[src/rtl/fpm_pkg.sv]
package fpm_pkg;

    typedef enum logic [1:0] {
        CL_ZERO = 2'd0,
        CL_NORM = 2'd1,
        CL_INF  = 2'd2,
        CL_NAN  = 2'd3
    } fclass_e;

    typedef enum logic [1:0] {
        ST_IDLE = 2'd0,
        ST_CALC = 2'd1,
        ST_NORM = 2'd2,
        ST_DONE = 2'd3
    } fpm_state_e;

endpackage

[src/rtl/fpm_classify.sv]
module fpm_classify
    import fpm_pkg::*;
#(
    parameter int EXP_W  = 8,
    parameter int FRAC_W = 23
) (
    input  logic [EXP_W+FRAC_W:0] word,
    output logic                  sign,
    output logic [EXP_W-1:0]      expo,
    output logic [FRAC_W:0]       sig,
    output fclass_e               cls
);
    logic [FRAC_W-1:0] frac;

    always_comb begin
        sign = word[EXP_W+FRAC_W];
        expo = word[EXP_W+FRAC_W-1:FRAC_W];
        frac = word[FRAC_W-1:0];
        sig  = {(expo != '0), frac};
        if (expo == '0)
            cls = CL_ZERO;
        else if (expo == '1)
            cls = (frac == '0) ? CL_INF : CL_NAN;
        else
            cls = CL_NORM;
    end
endmodule

[src/rtl/fpm_sigmul.sv]
module fpm_sigmul #(
    parameter int SIG_W = 24,
    localparam int PW   = 2 * SIG_W
) (
    input  logic [SIG_W-1:0] sig_a,
    input  logic [SIG_W-1:0] sig_b,
    output logic [PW-1:0]    prod
);
    always_comb begin
        prod = PW'(sig_a) * PW'(sig_b);
    end
endmodule

[src/rtl/fpm_pack.sv]
module fpm_pack
    import fpm_pkg::*;
#(
    parameter int EXP_W  = 8,
    parameter int FRAC_W = 23,
    parameter int IEXP_W = EXP_W + 2,
    localparam int PW    = 2 * (FRAC_W + 1),
    localparam int WW    = EXP_W + FRAC_W + 1
) (
    input  logic                     sign,
    input  fclass_e                  cls_a,
    input  fclass_e                  cls_b,
    input  logic signed [IEXP_W-1:0] iexp,
    input  logic [PW-1:0]            prod,
    output logic [WW-1:0]            word,
    output logic                     ovf,
    output logic                     unf
);
    localparam int EMAX = (1 << EXP_W) - 2;

    logic                     top;
    logic [FRAC_W-1:0]        frac;
    logic signed [IEXP_W-1:0] efin;
    int                       efin_i;
    logic                     any_nan, any_inf, any_zero;

    always_comb begin
        top    = prod[PW-1];
        frac   = top ? prod[PW-2 -: FRAC_W] : prod[PW-3 -: FRAC_W];
        efin   = iexp + (top ? IEXP_W'(1) : IEXP_W'(0));
        efin_i = int'(efin);

        any_nan  = (cls_a == CL_NAN) || (cls_b == CL_NAN) ||
                   ((cls_a == CL_ZERO) && (cls_b == CL_INF)) ||
                   ((cls_a == CL_INF) && (cls_b == CL_ZERO));
        any_inf  = (cls_a == CL_INF) || (cls_b == CL_INF);
        any_zero = (cls_a == CL_ZERO) || (cls_b == CL_ZERO);

        ovf  = 1'b0;
        unf  = 1'b0;
        if (any_nan) begin
            word = {1'b0, {EXP_W{1'b1}}, 1'b1, {(FRAC_W-1){1'b0}}};
        end else if (any_inf) begin
            word = {sign, {EXP_W{1'b1}}, {FRAC_W{1'b0}}};
        end else if (any_zero) begin
            word = {sign, {(WW-1){1'b0}}};
        end else if (efin_i > EMAX) begin
            word = {sign, {EXP_W{1'b1}}, {FRAC_W{1'b0}}};
            ovf  = 1'b1;
        end else if (efin_i < 1) begin
            word = {sign, {(WW-1){1'b0}}};
            unf  = 1'b1;
        end else begin
            word = {sign, efin[EXP_W-1:0], frac};
        end
    end
endmodule

[src/rtl/fpmul_unit.sv]
module fpmul_unit
    import fpm_pkg::*;
#(
    parameter int EXP_W  = 8,
    parameter int FRAC_W = 23,
    localparam int WW     = EXP_W + FRAC_W + 1,
    localparam int SIG_W  = FRAC_W + 1,
    localparam int PW     = 2 * SIG_W,
    localparam int IEXP_W = EXP_W + 2,
    localparam int BIAS   = (1 << (EXP_W - 1)) - 1
) (
    input  logic          clk,
    input  logic          rst_n,
    input  logic          start,
    input  logic [WW-1:0] op_a,
    input  logic [WW-1:0] op_b,
    output logic          busy,
    output logic          done,
    output logic [WW-1:0] product,
    output logic          ovf,
    output logic          unf
);
    fpm_state_e state_q, state_d;

    logic [WW-1:0] opnd_q [2];

    logic             sgn_w  [2];
    logic [EXP_W-1:0] exp_w  [2];
    logic [SIG_W-1:0] sig_w  [2];
    fclass_e          cls_w  [2];

    logic [PW-1:0]            prod_w;
    logic signed [IEXP_W-1:0] iexp_w;

    logic [PW-1:0]            prod_q;
    logic signed [IEXP_W-1:0] iexp_q;
    logic                     sign_q;
    fclass_e                  cls_q [2];

    logic [WW-1:0] word_w;
    logic          ovf_w, unf_w;

    genvar gi;
    generate
        for (gi = 0; gi < 2; gi++) begin : g_opnd
            fpm_classify #(.EXP_W(EXP_W), .FRAC_W(FRAC_W)) u_cls (
                .word (opnd_q[gi]),
                .sign (sgn_w[gi]),
                .expo (exp_w[gi]),
                .sig  (sig_w[gi]),
                .cls  (cls_w[gi])
            );
        end
    endgenerate

    fpm_sigmul #(.SIG_W(SIG_W)) u_mul (
        .sig_a (sig_w[0]),
        .sig_b (sig_w[1]),
        .prod  (prod_w)
    );

    always_comb begin
        iexp_w = $signed(IEXP_W'(exp_w[0])) + $signed(IEXP_W'(exp_w[1]))
               - $signed(IEXP_W'(BIAS));
    end

    fpm_pack #(.EXP_W(EXP_W), .FRAC_W(FRAC_W), .IEXP_W(IEXP_W)) u_pack (
        .sign  (sign_q),
        .cls_a (cls_q[0]),
        .cls_b (cls_q[1]),
        .iexp  (iexp_q),
        .prod  (prod_q),
        .word  (word_w),
        .ovf   (ovf_w),
        .unf   (unf_w)
    );

    // next-state selection
    always_comb begin
        state_d = state_q;
        unique case (state_q)
            ST_IDLE: if (start) state_d = ST_CALC;
            ST_CALC: state_d = ST_NORM;
            ST_NORM: state_d = ST_DONE;
            ST_DONE: state_d = ST_IDLE;
            default: state_d = ST_IDLE;
        endcase
    end

    // state register
    always_ff @(posedge clk or negedge rst_n) begin
        if (!rst_n) state_q <= ST_IDLE;
        else        state_q <= state_d;
    end

    // datapath and output registers
    always_ff @(posedge clk or negedge rst_n) begin
        if (!rst_n) begin
            opnd_q[0] <= '0;
            opnd_q[1] <= '0;
            prod_q    <= '0;
            iexp_q    <= '0;
            sign_q    <= 1'b0;
            cls_q[0]  <= CL_ZERO;
            cls_q[1]  <= CL_ZERO;
            product   <= '0;
            ovf       <= 1'b0;
            unf       <= 1'b0;
        end else begin
            unique case (state_q)
                ST_IDLE: begin
                    if (start) begin
                        opnd_q[0] <= op_a;
                        opnd_q[1] <= op_b;
                    end
                end
                ST_CALC: begin
                    prod_q   <= prod_w;
                    iexp_q   <= iexp_w;
                    sign_q   <= sgn_w[0] ^ sgn_w[1];
                    cls_q[0] <= cls_w[0];
                    cls_q[1] <= cls_w[1];
                end
                ST_NORM: begin
                    product <= word_w;
                    ovf     <= ovf_w;
                    unf     <= unf_w;
                end
                ST_DONE: ;
                default: ;
            endcase
        end
    end

    assign busy = (state_q != ST_IDLE);
    assign done = (state_q == ST_DONE);
endmodule

[config.mk]
export PLATFORM = sky130hd
export DESIGN_NAME = fpmul_unit
export DESIGN_NICKNAME = d
export VERILOG_FILES = /design/src/rtl/fpm_pkg.sv /design/src/rtl/fpm_classify.sv /design/src/rtl/fpm_sigmul.sv /design/src/rtl/fpm_pack.sv /design/src/rtl/fpmul_unit.sv
export SDC_FILE = /design/constraint.sdc
export NUM_CORES = 2
export LEC_CHECK = 0
export BUFFER_PORTS_ARGS = -buffer_cell sky130_fd_sc_hd__buf_2
export CORE_MARGIN = 2
export CORE_UTILIZATION = 45
export CTS_CLUSTER_DIAMETER = 80
export DETAILED_ROUTE_END_ITERATION = 8
export PLACE_DENSITY = 0.66
export SYNTH_ARGS = -nofsm -noshare
export SYNTH_HDL_FRONTEND = slang
export SYNTH_SLANG_ARGS = --single-unit
[constraint.sdc]
create_clock -name clk -period 21.8 [get_ports clk]
set_input_delay 2.18 -clock clk [delete_from_list [all_inputs] [get_ports clk]]
set_output_delay 2.18 -clock clk [all_outputs]
set_load 0.05 [all_outputs]
==> results.md <==
* Status: completed
* CTS H-tree depth at 4
* Filler cell count at 5074
* Post-synthesis cell count at 2650
* CTS root buf: clkbuf_16
* Worst hold slack at 0.506 ns
* Detailed Place HPWL at 51500 um
* Worst slew pin tran at 1.13 ns
* Arrival time worst endpoint at 8.44 ns
* DIE HEIGHT at 239 um
* Remaining global-route overflow at 0
* Req. time, crit path at 22.13 ns
* Crit Path Class: flip-flop to flip-flop
* Share of cells above drive strength 1 at 0.104
* Post-route DRC at 0
* R2R depth at 22
* 1st-iter DRT viols at 1372
* Setup violations, final at 0
* Placed instance count at 3355
* Tmin final at 8.12 ns
* # diodes at 0
* Syn_nets at 3391
* Number of gates resized after CTS at 0
* CP Capture Type: flip-flop
* Reg-to-Reg End: prod_q[47]$_DFFE_PN0N_
* Synth area leaders: fa_1, dfrtp_1, ha_1, inv_1, nand2_1
* DIE AREA at 0.0570 mm2
* Vias per inst at 5.45
* Share of the synthesized area in the top cell type at 0.389
* Post-synth top flop: dfrtp_1
* Avg Cell Area, Syn at 9.36 um2
* Reg2Reg Setup Slack at 13.68 ns
* Initial Util at 0.453
* CTS tree: yes
* Final worst-path cycle share at 0.372
* I/O Buffers at 102
* Bufs on Longest Clock Path at 2
* Final slew viol count at 0
* Seq cells post-synth at 140
* DR WL/cell at 20.0 um
* Fin nets at 3411
* Vias at 18500
* Remaining antenna violation count at 0
* Number of enable flip-flop cells after synthesis at 0
* Dpl cell area at 0.0260 mm2
* CTS Hold Bufs at 0
* Launch point of the worst path: opnd_q[26]$_DFFE_PN0P_
* Routability cong. at 0.904
* Design area at 0.0266 mm2
* CTS sink count at 140
* Slew margin rel. at 0.248
* Count of cell types in the netlist at 58
* Max cap viols at 0
* Synth Cell Area at 0.0248 mm2
* Critical Path Start Type: flip-flop
* End of the critical path: prod_q[47]$_DFFE_PN0N_
* Peak Freq at 123 MHz
* FFs w/ async S/R, synth at 1.00
* Number of global-route vias before repair at 20900
* Fin Setup TNS at 0 ns
* Post-synth top cells: inv_1, fa_1, nand2_1
* CP Max Fanout at 25
* CTS Buf Count at 17
* Post-CTS Setup Repair Bufs at 0
* Initial DRT Pass Iterations at 8
* Non-filler cells, final at 3387
* WL final at 67700 um
* Clock skew at 0.0136 ns
* Initial antenna violation count at 3
* Count leader, synth: inv_1
* Synthesis warning total at 0
* Reg-to-reg critical path startpoint: opnd_q[26]$_DFFE_PN0P_
* Largest net degree at the start of global routing at 73
* RSZ-0062 raised after global routing: no
* Core ar. at 0.0548 mm2
* Synth area leader: fa_1
* Clk pin slew, worst setup/hold paths at 0.07 ns
* Die Span X at 239 um
* I/O pins at 103
* Total track usage at 0.254
* First-pass GRT wire length at 112000 um
* Register area share after synthesis at 0.141
* Clk_lat worst skew at 0.45 ns
* Synth-to-layout area growth at 7.18%
* Row count at 86
* Final Hold Viols at 0
* Worst min path class: flip-flop to flip-flop
-- layout make-up --
type	instances	area, um2	area share
repair buffers	149	870	0.0327
clock buffers	17	425	0.0160
clock inverters	15	158	0.00593
inverters	563	2110	0.0795
multi-input cells	1799	18600	0.701
flip-flops and latches	140	3500	0.132
well taps	704	881	0.0331
-- state kept, by name (all words and copies together), names as in the netlist --
register and count:
iexp_q 10, opnd_q 64, sign_q 1, state_q 2
ovf 1, product 32, prod_q 25, unf 1
cls_q 4
-- cell usage in the layout, fill, tap and decap left out, types with 3 or more instances in the layout --
| cell type | count |
|---|---|
| inv_8 | 3 |
| nor3_1 | 16 |
| o21a_1 | 5 |
| xor2_1 | 8 |
| or4_1 | 3 |
| buf_2 | 101 |
| and3_1 | 5 |
| a21oi_1 | 63 |
| o211ai_1 | 12 |
| o22ai_1 | 27 |
| a211oi_1 | 4 |
| nand2_1 | 387 |
| o31ai_1 | 6 |
| inv_1 | 563 |
| nor2_1 | 51 |
| nor4_1 | 14 |
| nand3_1 | 19 |
| o21ai_0 | 28 |
| clkbuf_16 | 17 |
| o21ai_1 | 4 |
| nand2b_1 | 5 |
| o21bai_1 | 12 |
| inv_6 | 5 |
| a21o_1 | 18 |
| and2_1 | 231 |
| nor2b_1 | 6 |
| nand4_1 | 18 |
| a31oi_1 | 5 |
| buf_4 | 47 |
| mux2i_1 | 23 |
| and4_1 | 4 |
| fa_1 | 482 |
| ha_1 | 191 |
| or3_1 | 4 |
| mux2_2 | 89 |
| dfrtp_1 | 140 |
| xnor2_1 | 28 |
-- kinds of logic (layout without fill, tap and decap cells) --
group	after synthesis	count (layout)	synth area share
and+or+nand+nor	774	774	0.151
xor gates and xnor gates	36	36	0.0127
DFF	140	140	0.141
AOI/OAI and AO/OA	203	203	0.0520
buffers and inverters	711	744	0.108
adders and majority gates	674	674	0.486
muxes	112	112	0.0497
-- metrics by stage --
step,setup WS (ns),utilization
global placement,13.92,0.475
floorplan,14.77,-
global route,13.34,0.485
CTS,13.79,0.485
detailed placement,13.83,0.475
finish,13.68,0.485
-- routing by layer --
layer,part of all wire,global-route usage,routed length (um)
met2,0.51,0.451,34200
met5,0,0,0
met4,0.033,0.0892,2260
met1,0.39,0.314,26500
met3,0.070,0.0400,4720
-- worst min path at each step --
stage                                 from                      end  cells past startpoint
floorplan               sign_q$_DFFE_PN0N_  product[31]$_DFFE_PN0P_                      2
global placement     iexp_q[0]$_DFFE_PN0N_    iexp_q[0]$_DFFE_PN0N_                      2
detailed placement   iexp_q[0]$_DFFE_PN0N_    iexp_q[0]$_DFFE_PN0N_                      2
CTS                  iexp_q[0]$_DFFE_PN0N_    iexp_q[0]$_DFFE_PN0N_                      2
global route        opnd_q[41]$_DFFE_PN0P_   opnd_q[41]$_DFFE_PN0P_                      1
finish               iexp_q[0]$_DFFE_PN0N_    iexp_q[0]$_DFFE_PN0N_                      2
-- critical path, cell delays in order, from the launching register on --
cell and delay [ns]:
dfrtp_1 0.41, nor4_1 0.36, nand2_1 0.64, and2_1 0.43, fa_1 0.48, inv_1 0.05, fa_1 0.46, fa_1 0.53
fa_1 0.43, fa_1 0.52, fa_1 0.44, fa_1 0.49, inv_1 0.04, ha_1 0.39, nand2_1 0.11, o211ai_1 0.20
a41oi_1 0.12, nor3_1 0.49, o311ai_2 0.26, a211oi_1 0.52, a41oi_1 0.20, xnor2_1 0.15, mux2_2 0.26
Power is not shown: default switching activity piles up to over one toggle a cycle in this logic, so the estimate is an artifact.
